<file path="src/rtl/pedge_pkg.sv">
package pedge_pkg;
  localparam int WORD_W = 32;

  // Fixed set of pins allowed to wake a halted processor, per bank.
  function automatic logic [WORD_W-1:0] wake_word(input int bank);
    case (bank)
      0:       wake_word = 32'h8003FE1B;
      1:       wake_word = 32'h002001FC;
      2:       wake_word = 32'hEC080000;
      3:       wake_word = 32'h0012007F;
      default: wake_word = '0;
    endcase
  endfunction

  // Pins of a bank that lie below the active line count.
  function automatic logic [WORD_W-1:0] live_word(input int bank, input int lines);
    logic [WORD_W-1:0] w;
    for (int i = 0; i < WORD_W; i++) w[i] = ((bank * WORD_W + i) < lines);
    return w;
  endfunction

  // Enabled transitions on input pins.
  function automatic logic [WORD_W-1:0] edge_events(
      input logic [WORD_W-1:0] prev, input logic [WORD_W-1:0] cur,
      input logic [WORD_W-1:0] rise, input logic [WORD_W-1:0] fall,
      input logic [WORD_W-1:0] dir_out, input logic [WORD_W-1:0] live);
    return ((cur & ~prev & rise) | (~cur & prev & fall)) & ~dir_out & live;
  endfunction
endpackage

</file>
<file path="src/rtl/pedge_bank.sv">
module pedge_bank
  import pedge_pkg::*;
#(
  parameter int BANK_ID      = 0,
  parameter int ACTIVE_LINES = 128
) (
  input  logic              clk,
  input  logic              rst_n,
  input  logic              armed_i,
  input  logic [WORD_W-1:0] pin_i,
  input  logic [WORD_W-1:0] rise_i,
  input  logic [WORD_W-1:0] fall_i,
  input  logic [WORD_W-1:0] dir_i,
  input  logic              clr_hit_i,
  input  logic [WORD_W-1:0] clr_mask_i,
  output logic [WORD_W-1:0] status_o,
  output logic              wake_hit_o
);
  localparam logic [WORD_W-1:0] LIVE = live_word(BANK_ID, ACTIVE_LINES);
  localparam logic [WORD_W-1:0] WAKE = wake_word(BANK_ID);

  logic [WORD_W-1:0] prev_q, st_q;
  logic [WORD_W-1:0] set_evt, clr_bits, changed;

  assign set_evt  = armed_i ? edge_events(prev_q, pin_i, rise_i, fall_i, dir_i, LIVE) : '0;
  assign clr_bits = clr_hit_i ? clr_mask_i : '0;
  assign changed  = (pin_i ^ prev_q) & ~dir_i & LIVE;
  assign wake_hit_o = armed_i && ((changed & WAKE) != '0);

  always_ff @(posedge clk or negedge rst_n) begin
    if (!rst_n) begin
      prev_q <= '0;
      st_q   <= '0;
    end else begin
      prev_q <= pin_i;
      st_q   <= (st_q & ~clr_bits) | set_evt;
    end
  end

  assign status_o = st_q;

  // an event wins over a simultaneous clear
  a_r7_set_wins: assert property (@(posedge clk) disable iff (!rst_n)
    (set_evt != '0) |=> ((st_q & $past(set_evt)) == $past(set_evt)));

  // a flag only drops when its clear bit was written
  a_r3_sticky: assert property (@(posedge clk) disable iff (!rst_n)
    rst_n |=> (($past(st_q) & ~st_q & ~$past(clr_bits)) == '0));

  // dead pins never hold a flag
  a_r6_dead_quiet: assert property (@(posedge clk) disable iff (!rst_n)
    (st_q & ~LIVE) == '0);

  // a flag never appears on a pin that was an output
  a_r11_outputs_silent: assert property (@(posedge clk) disable iff (!rst_n)
    rst_n |=> ((st_q & ~$past(st_q) & $past(dir_i)) == '0));
endmodule

</file>
<file path="src/rtl/pedge_irq_merge.sv">
module pedge_irq_merge #(
  parameter int PINS = 128
) (
  input  logic            clk,
  input  logic            rst_n,
  input  logic [PINS-1:0] status_i,
  output logic            irq0_o,
  output logic            irq1_o,
  output logic            irqx_o
);
  logic any_rest;
  assign any_rest = |status_i[PINS-1:2];

  always_ff @(posedge clk or negedge rst_n) begin
    if (!rst_n) begin
      irq0_o <= 1'b0;
      irq1_o <= 1'b0;
      irqx_o <= 1'b0;
    end else begin
      irq0_o <= status_i[0];
      irq1_o <= status_i[1];
      irqx_o <= any_rest;
    end
  end

  // dedicated lines trail their flags by one clock
  a_r4_line0_follows: assert property (@(posedge clk) disable iff (!rst_n)
    rst_n |=> (irq0_o == $past(status_i[0])));
  a_r4_line1_follows: assert property (@(posedge clk) disable iff (!rst_n)
    rst_n |=> (irq1_o == $past(status_i[1])));
  // shared line drops only once all upper flags were clear
  a_r5_shared_low: assert property (@(posedge clk) disable iff (!rst_n)
    $fell(irqx_o) |-> ($past(status_i[PINS-1:2]) == '0));
endmodule

</file>
<file path="src/rtl/pedge_unit.sv">
module pedge_unit
  import pedge_pkg::*;
#(
  parameter int BANKS        = 4,
  parameter int ACTIVE_LINES = 128,
  localparam int PINS        = BANKS * WORD_W,
  localparam int BSEL_W      = (BANKS > 1) ? $clog2(BANKS) : 1
) (
  input  logic              clk,
  input  logic              rst_n,
  input  logic [PINS-1:0]   pin_i,
  input  logic [PINS-1:0]   rise_en_i,
  input  logic [PINS-1:0]   fall_en_i,
  input  logic [PINS-1:0]   dir_out_i,
  input  logic              clr_valid_i,
  input  logic [BSEL_W-1:0] clr_bank_i,
  input  logic [WORD_W-1:0] clr_mask_i,
  input  logic              halted_i,
  output logic [PINS-1:0]   status_o,
  output logic              irq_pin0_o,
  output logic              irq_pin1_o,
  output logic              irq_shared_o,
  output logic              wake_o
);
  logic             armed_q, wake_q;
  logic [BANKS-1:0] clr_sel, wake_hit;

  for (genvar b = 0; b < BANKS; b++) begin : g_bank
    assign clr_sel[b] = clr_valid_i && (clr_bank_i == BSEL_W'(b));
    pedge_bank #(.BANK_ID(b), .ACTIVE_LINES(ACTIVE_LINES)) u_bank (
      .clk       (clk),
      .rst_n     (rst_n),
      .armed_i   (armed_q),
      .pin_i     (pin_i[b*WORD_W +: WORD_W]),
      .rise_i    (rise_en_i[b*WORD_W +: WORD_W]),
      .fall_i    (fall_en_i[b*WORD_W +: WORD_W]),
      .dir_i     (dir_out_i[b*WORD_W +: WORD_W]),
      .clr_hit_i (clr_sel[b]),
      .clr_mask_i(clr_mask_i),
      .status_o  (status_o[b*WORD_W +: WORD_W]),
      .wake_hit_o(wake_hit[b])
    );
  end

  always_ff @(posedge clk or negedge rst_n) begin
    if (!rst_n) begin
      armed_q <= 1'b0;
      wake_q  <= 1'b0;
    end else begin
      armed_q <= 1'b1;
      wake_q  <= halted_i && (wake_hit != '0);
    end
  end

  assign wake_o = wake_q;

  pedge_irq_merge #(.PINS(PINS)) u_irq (
    .clk     (clk),
    .rst_n   (rst_n),
    .status_i(status_o),
    .irq0_o  (irq_pin0_o),
    .irq1_o  (irq_pin1_o),
    .irqx_o  (irq_shared_o)
  );

  // a wake pulse requires the processor to have been halted
  a_r8_wake_needs_halt: assert property (@(posedge clk) disable iff (!rst_n)
    wake_q |-> $past(halted_i));
  // the reference-loading sample raises nothing
  a_r10_first_sample_quiet: assert property (@(posedge clk) disable iff (!rst_n)
    !armed_q |=> ((status_o == '0) && !wake_q));
endmodule

</file>
<file path="config.mk">
export PLATFORM = sky130hd
export DESIGN_NAME = pedge_unit
export DESIGN_NICKNAME = d
export VERILOG_FILES = /design/src/rtl/pedge_pkg.sv /design/src/rtl/pedge_bank.sv /design/src/rtl/pedge_irq_merge.sv /design/src/rtl/pedge_unit.sv
export SDC_FILE = /design/constraint.sdc
export NUM_CORES = 1
export LEC_CHECK = 0
export BUFFER_PORTS_ARGS = -buffer_cell sky130_fd_sc_hd__buf_2
export CORE_AREA = 2 2 266 268
export CTS_CLUSTER_SIZE = 30
export DETAILED_ROUTE_END_ITERATION = 10
export DIE_AREA = 0 0 268 270
export PLACE_DENSITY = 0.4
export SLEW_MARGIN = 20
export SYNTH_ARGS = -nofsm -noshare
export SYNTH_HDL_FRONTEND = slang
export SYNTH_SLANG_ARGS = --single-unit
</file>
<file path="constraint.sdc">
create_clock -name clk -period 1.3 [get_ports clk]
set_input_delay 0.26 -clock clk [delete_from_list [all_inputs] [get_ports clk]]
set_output_delay 0.26 -clock clk [all_outputs]
set_load 0.03 [all_outputs]
</file>
==> flow_summary.yaml, run 1 <==
status:
  outcome: "finished, violations left"
  violations: "setup timing"
worst_setup_path:
  timing.rr.end: "u_irq.irqx_o"
  critPathSlowestCell: "nor4_1"
  startpoint_type: "flip-flop"
  cpLargestDelayFamily: "simple AND/OR/NAND/NOR gates"
  endpoint: "u_irq.irqx_o"
  reg2reg_slack_ns: -0.42
  crit_chain: "nor4_1, buf_4, nand4_1, nor4_1, nand2_1"
  worst-endpoint-required_ns: 1.72
  reg2reg_depth: 5
  critPathCaptureType: "flip-flop"
  critPathBufInv: 1
  path_depth: 5
  r2r_start: "g_bank[3].u_bank.status_o[2]"
  cp_max_fo: 2
  cp.arrival_ns: 2.14
  critPathKind: "reg2reg"
  startpoint: "g_bank[3].u_bank.status_o[2]"
  critical_path.max_stage_delay_ns: 0.59
  crit_path_frequent_cell: "nor4_1"
power:
  peakVddDrop_v: 0.000939
  p_per_area_mw_per_mm2: 1360
  power_leakage_nw: 11.7
global_route:
  grt_max_degree: 48
  antenna_found_initial: 22
  grt_pass1_wl_um: 97200
  grt_overflow: 0
  track_usage: 0.184
  grt_pass1_vias: 15200
synth:
  syn_nets: 1832
  synthesis.area_sq_mm: 0.0124
  syn_inst: 1208
  synth.distinct_cells: 22
  synth-edff-count: 0
  synth_fa_ha_area_frac: 0.0748
  yosys_warnings: 0
  yosys.area_share.xor_xnor: 0
  ys_seq_area_frac: 0.528
  synth_compound_area_frac: 0.177
  synth_mux_area_frac: 0
  avgSynthCellArea_sq_um: 10.2
  synth_largest_area_cell: "dfrtp_1"
  post-synth-top-area-fraction: 0.528
  synth_top_family_by_area: "compound AO/OA/AOI/OAI gates"
  yosys.area_share.simple: 0.149
  synthTopCellsByArea: "dfrtp_1 53%, a32o_1 10%, ha_1 7.5%"
  async_reset_ff_frac: 1.00
  synth_seq_cells: 261
  yosys_most_used_dff: "dfrtp_1"
placed_design:
  dp_cells: 3042
  portBuffers: 681
  dpl_worst_slack_ns: -0.727
  place_congestion: 0.845
  place_area_sq_mm: 0.0189
  place_hpwl_um: 55100
final_layout:
  drive_above_1_share: 0.468
  area_growth_pct: 91.1
  finalNonFillerCells: 3308
  final_core_util: 0.340
  design_area_sq_mm: 0.0236
  final.fill_count: 7261
  finalNetCount: 2956
timing:
  worst_slew_pin_slew_ns: 0.629
  setup_violations: 135
  slew_headroom: 0.577
  finalCritPeriodShare: 1.32
  max_freq_mhz: 582
  hold_viol_final: 0
  holdWs_ns: 0.0425
  fin_ws_ns: -0.420
  finClkSkew_ns: 0.0226
  fin_crit_ns: 1.72
  grt_setup_unrepaired: "true"
  slew_violations: 0
die:
  die_h_um: 270
  num_rows: 97
  pin_count: 682
  core_area_sq_mm: 0.0695
  die_area_sq_mm: 0.0724
  fp.dieW_um: 268
  start_util: 0.178
clock_network:
  insertion_delay_ns: 0.55
  cts_buffer_depth: 3
  clk_pin_slew_ns: 0.06
  htree_levels: 2
  cts_sinks: 261
  root_buffer: "clkbuf_16"
  cts_tree: "built"
  cts_buffers: 37
drt:
  ant_nets: 0
  wl_um: 68000
  route.detailed.drc: 0
  vias: 13800
  drt_first_pass_iters: 5
  avgRoutedWirePerCell_um: 20.6
  first_iter_violations: 590
  drt-vias-per-instance: 4.18
worst_hold_path:
  min_path_type: "in2reg"
run:
  maxCapViolCount: 0
## stage by stage
step / setup TNS [ns] / total power, mW
after floorplan: -0.0626 / 13.4
after global placement: -5.20 / 18.6
after detailed placement: -6.25 / 18.7
after CTS: -26.83 / 32.6
after global routing: -27.57 / 33.7
final: -20.39 / 32.2
## cell families after synthesis
kind of cell               Yosys count
and+or+nand+nor                    367
AOI/OAI and AO/OA                  275
DFF                                261
buffers and inverters              230
adders and majority gates           74
other                                1
## synth_stat cells, types with 2 or more instances
library cell,n
o21ai_0,90
clkbuf_1,9
nand3b_1,90
nand3_1,2
nand2_1,222
buf_2,16
nor4_1,36
a32o_1,128
ha_1,74
a22o_1,37
nand4_1,8
buf_1,3
o22ai_1,19
dfrtp_1,261
nor2_1,5
inv_1,202
## worst register-to-register path, stage by stage (launching register included)
cell,delay [ns]
dfrtp_1,0.38
nor4_1,0.59
buf_4,0.23
nand4_1,0.09
nor4_1,0.24
nand2_1,0.08
## worst min path at each step
stage / cells past startpoint / endpoint / from / slack, ns
floorplan: 0 / armed_q / rst_n / -0.04
CTS: 3 / g_bank[3].u_bank.status_o[27] / dir_out_i[123] / 0.0002
global placement: 1 / g_bank[3].u_bank.status_o[1] / rst_n / 0.20
global route: 3 / g_bank[2].u_bank.status_o[5] / dir_out_i[69] / 0.01
detailed placement: 1 / g_bank[3].u_bank.status_o[1] / rst_n / 0.20
finish: 3 / g_bank[0].u_bank.status_o[7] / dir_out_i[7] / 0.04
## report_power, final
part	internal (mW)	total (mW)	switching (mW)	leakage (nW)
clock network	6.53	10.7	4.13	0.622
logic	6.01	11.3	5.33	8.02
registers	9.27	10.2	0.913	3.03
## cell type report
type | instances | area, sq um | area share
Antenna cell | 10 | 25.0 | 0.00106
Clock buffer | 56 | 1160 | 0.0491
Clock inverter | 9 | 104 | 0.00439
Inverter | 202 | 758 | 0.0321
Multi-Input combinational cell | 717 | 5290 | 0.224
Sequential cell | 261 | 6580 | 0.278
Tap cell | 940 | 1180 | 0.0497
Timing Repair Buffer | 1113 | 8560 | 0.362
## cell usage in the layout, fill, tap and decap left out, types with 4 or more instances in the layout
cell / netlist / routed
ha_1: 74 / 67
dfrtp_1: 261 / 225
o21ai_0: 90 / 90
buf_2: 16 / 548
a32o_1: 128 / 127
inv_1: 202 / 202
buf_6: 0 / 236
clkbuf_8: 0 / 12
buf_4: 0 / 149
diode_2: 0 / 10
nor4_1: 36 / 17
dlygate4sd3_1: 0 / 147
dfrtp_2: 0 / 35
o22ai_1: 19 / 12
clkbuf_1: 9 / 5
o22ai_2: 0 / 4
nand3b_1: 90 / 90
buf_8: 0 / 19
clkbuf_16: 0 / 39
nand4_1: 8 / 8
nand2_1: 222 / 222
buf_12: 0 / 14
nor4_2: 0 / 16
a22o_1: 37 / 36
clkinv_2: 0 / 4
ha_4: 0 / 6
## registers in the layout, summed over array words and instances (netlist names)
register / cells
g_bank.u_bank.status_o: 128
u_irq.irq0_o: 1
armed_q: 1
g_bank.u_bank.prev_q: 128
u_irq.irq1_o: 1
wake_o: 1
u_irq.irqx_o: 1
## metal layers
metal / GRT usage / up-vias / wire length [um]
li1: - / 6532 / -
met1: 0.216 / 6706 / 27500
met2: 0.327 / 466 / 34200
met3: 0.0424 / 109 / 4260
met4: 0.0582 / 18 / 1920
met5: 0 / - / 126
## repair_timing
item                                    4_1_cts  5_1_grt
resized for setup                           438       51
hold buffers                                147        6
pin swaps                                     6       13
buffers inserted                             43       40
hold endpoints to repair                    284        6
endpoints found under the setup margin      134      144
Power figures use the tool's default switching activity.
==> run 2, diff against run 1 <==
--- a/config.mk
+++ b/config.mk
@@ -6,11 +6,11 @@
 export NUM_CORES = 1
 export LEC_CHECK = 0
 export BUFFER_PORTS_ARGS = -buffer_cell sky130_fd_sc_hd__buf_2
-export CORE_AREA = 2 2 266 268
+export CORE_AREA = 2 2 265 267
 export CTS_CLUSTER_SIZE = 30
 export DETAILED_ROUTE_END_ITERATION = 10
-export DIE_AREA = 0 0 268 270
-export PLACE_DENSITY = 0.4
+export DIE_AREA = 0 0 267 269
+export PLACE_DENSITY = 0.48
 export SLEW_MARGIN = 20
 export SYNTH_ARGS = -nofsm -noshare
 export SYNTH_HDL_FRONTEND = slang
==> flow_summary.yaml, run 2 (same netlist as run 1, synthesis figures left out) <==
worst_setup_path:
  critPathSlowestCell: "dfrtp_1"
  cp.arrival_ns: 2.07
  cp_max_fo: 2
  critPathKind: "reg2reg"
  reg2reg_depth: 5
  r2r_start: "g_bank[2].u_bank.status_o[13]"
  crit_path_frequent_cell: "nor4_2"
  critical_path.max_stage_delay_ns: 0.43
  reg2reg_slack_ns: -0.35
  crit_chain: "nor4_2, buf_4, nand4_1, nor4_2, nand2_1"
  startpoint_type: "flip-flop"
  worst-endpoint-required_ns: 1.72
  timing.rr.end: "u_irq.irqx_o"
  critPathCaptureType: "flip-flop"
placed_design:
  place_congestion: 0.880
  dp_cells: 3038
  place_hpwl_um: 54500
  place_area_sq_mm: 0.0189
  portBuffers: 681
die:
  num_rows: 97
  die_h_um: 269
  fp.dieW_um: 267
  start_util: 0.179
  core_area_sq_mm: 0.0693
  die_area_sq_mm: 0.0718
  pin_count: 682
power:
  p_sw_mw: 10.4
  p_comb_frac: 0.355
  power.internal_mw: 21.6
  power_frac_clock: 0.322
  power_frac_seq: 0.323
  power_leakage_nw: 11.6
  peakVddDrop_v: 0.000800
  swShare: 0.324
  p_per_area_mw_per_mm2: 1360
timing:
  grt_setup_unrepaired: "true"
  slew_violations: 0
  finClkSkew_ns: 0.0285
  fin_crit_ns: 1.65
  holdWs_ns: 0.0372
  fin_ws_ns: -0.346
  finalCritPeriodShare: 1.27
  slew_headroom: 0.637
  max_freq_mhz: 607
  setup_violations: 136
  worst_slew_pin_slew_ns: 0.545
  hold_viol_final: 0
final_layout:
  finalNetCount: 2943
  final_cell_mix: "548 x buf_2, 248 x buf_6, 222 x nand2_1"
  finalNonFillerCells: 3289
  area_growth_pct: 89.9
  final_core_util: 0.339
  drive_above_1_share: 0.470
  final_common_cell: "buf_2"
  design_area_sq_mm: 0.0235
drt:
  route.detailed.drc: 0
  routed.top_layer: "met5"
  drt_first_pass_iters: 5
  drt-vias-per-instance: 4.24
  avgRoutedWirePerCell_um: 20.6
  wl_um: 67600
  ant_nets: 0
  dr_wl_met3_um: 4000
  vias: 14000
  wl_met2_um: 33700
  met1_length_um: 27600
  first_iter_violations: 596
clock_network:
  cts_sinks: 261
  insertion_delay_ns: 0.54
  cts_buffers: 37
  cts_tree: "built"
  root_buffer: "clkbuf_16"
  cts_buffer_depth: 3
  clk_pin_slew_ns: 0.06
  htree_levels: 2
worst_hold_path:
  hold_depth: 3
  worstHoldEndpoint: "g_bank[1].u_bank.status_o[13]"
  min_path_type: "in2reg"
  hold_path.startpoint: "dir_out_i[45]"
global_route:
  grt_pass1_wl_um: 95200
  grt_pass1_vias: 15200
  antenna_found_initial: 11
  track_usage: 0.181
  grt_overflow: 0
  grt_max_degree: 52
status:
  violations: "setup timing"
  outcome: "finished, violations left"
run:
  maxCapViolCount: 0
-- run 2: cell types whose count changed in the layout (fill, tap and decap cells not counted), moves of 10 or more --
cell / delta
buf_6: +12
buf_8: -10
dlygate4sd3_1: -13
nor4_2: -10
nor4_4: +13
-- run 2: what timing repair did --
item / 4_1_cts / 5_1_grt
pin swaps: 5 / 33
gates cloned: 0 / 0
hold buffers: 134 / 13
endpoints found under the hold margin: 263 / 13
endpoints found under the setup margin: 135 / 152
setup buffers: 40 / 17
resized for setup: 429 / 43
-- run 2: stage by stage --
stage	setup TNS (ns)	setup slack, ns	power [mW]
final	-21.32	-0.346	32.0
after global placement	-4.10	-0.936	18.6
after global routing	-27.39	-0.404	33.4
after floorplan	-0.0626	-0.0588	13.4
after detailed placement	-4.58	-0.893	18.7
after CTS	-26.44	-0.407	32.2
-- run 2: cell type report --
type	count	area (sq um)
multi-input cells	717	5360
flip-flops and latches	261	6590
inverters	202	758
diodes	6	15.0
clock buffers	57	1090
repair buffers	1100	8410
well taps	940	1180
fillers	7158	45800
clock inverters	6	110
-- run 2: critical path: cells and delay by family (launching register included) --
family	cells	cell delay, ns
AND/OR/NAND/NOR	4	0.90
buffers and inverters	1	0.20
flip-flops	1	0.43
-- run 2: worst max-delay path by stage --
| stage | startpoint | endpoint | slack (ns) |
|---|---|---|---|
| after floorplan | g_bank[1].u_bank.prev_q[7] | wake_o | -0.06 |
| after global placement | g_bank[3].u_bank.status_o[16] | u_irq.irqx_o | -0.94 |
| after detailed placement | g_bank[3].u_bank.status_o[16] | u_irq.irqx_o | -0.89 |
| after CTS | g_bank[2].u_bank.status_o[13] | u_irq.irqx_o | -0.41 |
| after global routing | g_bank[1].u_bank.prev_q[6] | wake_o | -0.40 |
| final | g_bank[2].u_bank.status_o[13] | u_irq.irqx_o | -0.35 |
-- run 2: power by group through the flow --
| stage | Clock, mW | Sequential [mW] | Combinational (mW) |
|---|---|---|---|
| 3_5_place_dp | 0 | 10.2 | 8.55 |
| 5_1_grt | 10.9 | 10.5 | 12.0 |
| 3_3_place_gp | 0 | 10.1 | 8.51 |
| 4_1_cts | 10.7 | 10.2 | 11.3 |
| 6_report | 10.3 | 10.3 | 11.4 |
| 2_1_floorplan | 0 | 11.9 | 1.53 |
-- run 2: layer usage --
layer / global-route usage / up-vias
met4: 0.0597 / 8
met3: 0.0411 / 121
li1: - / 6508
met5: 0 / -
met1: 0.215 / 6827
met2: 0.322 / 497
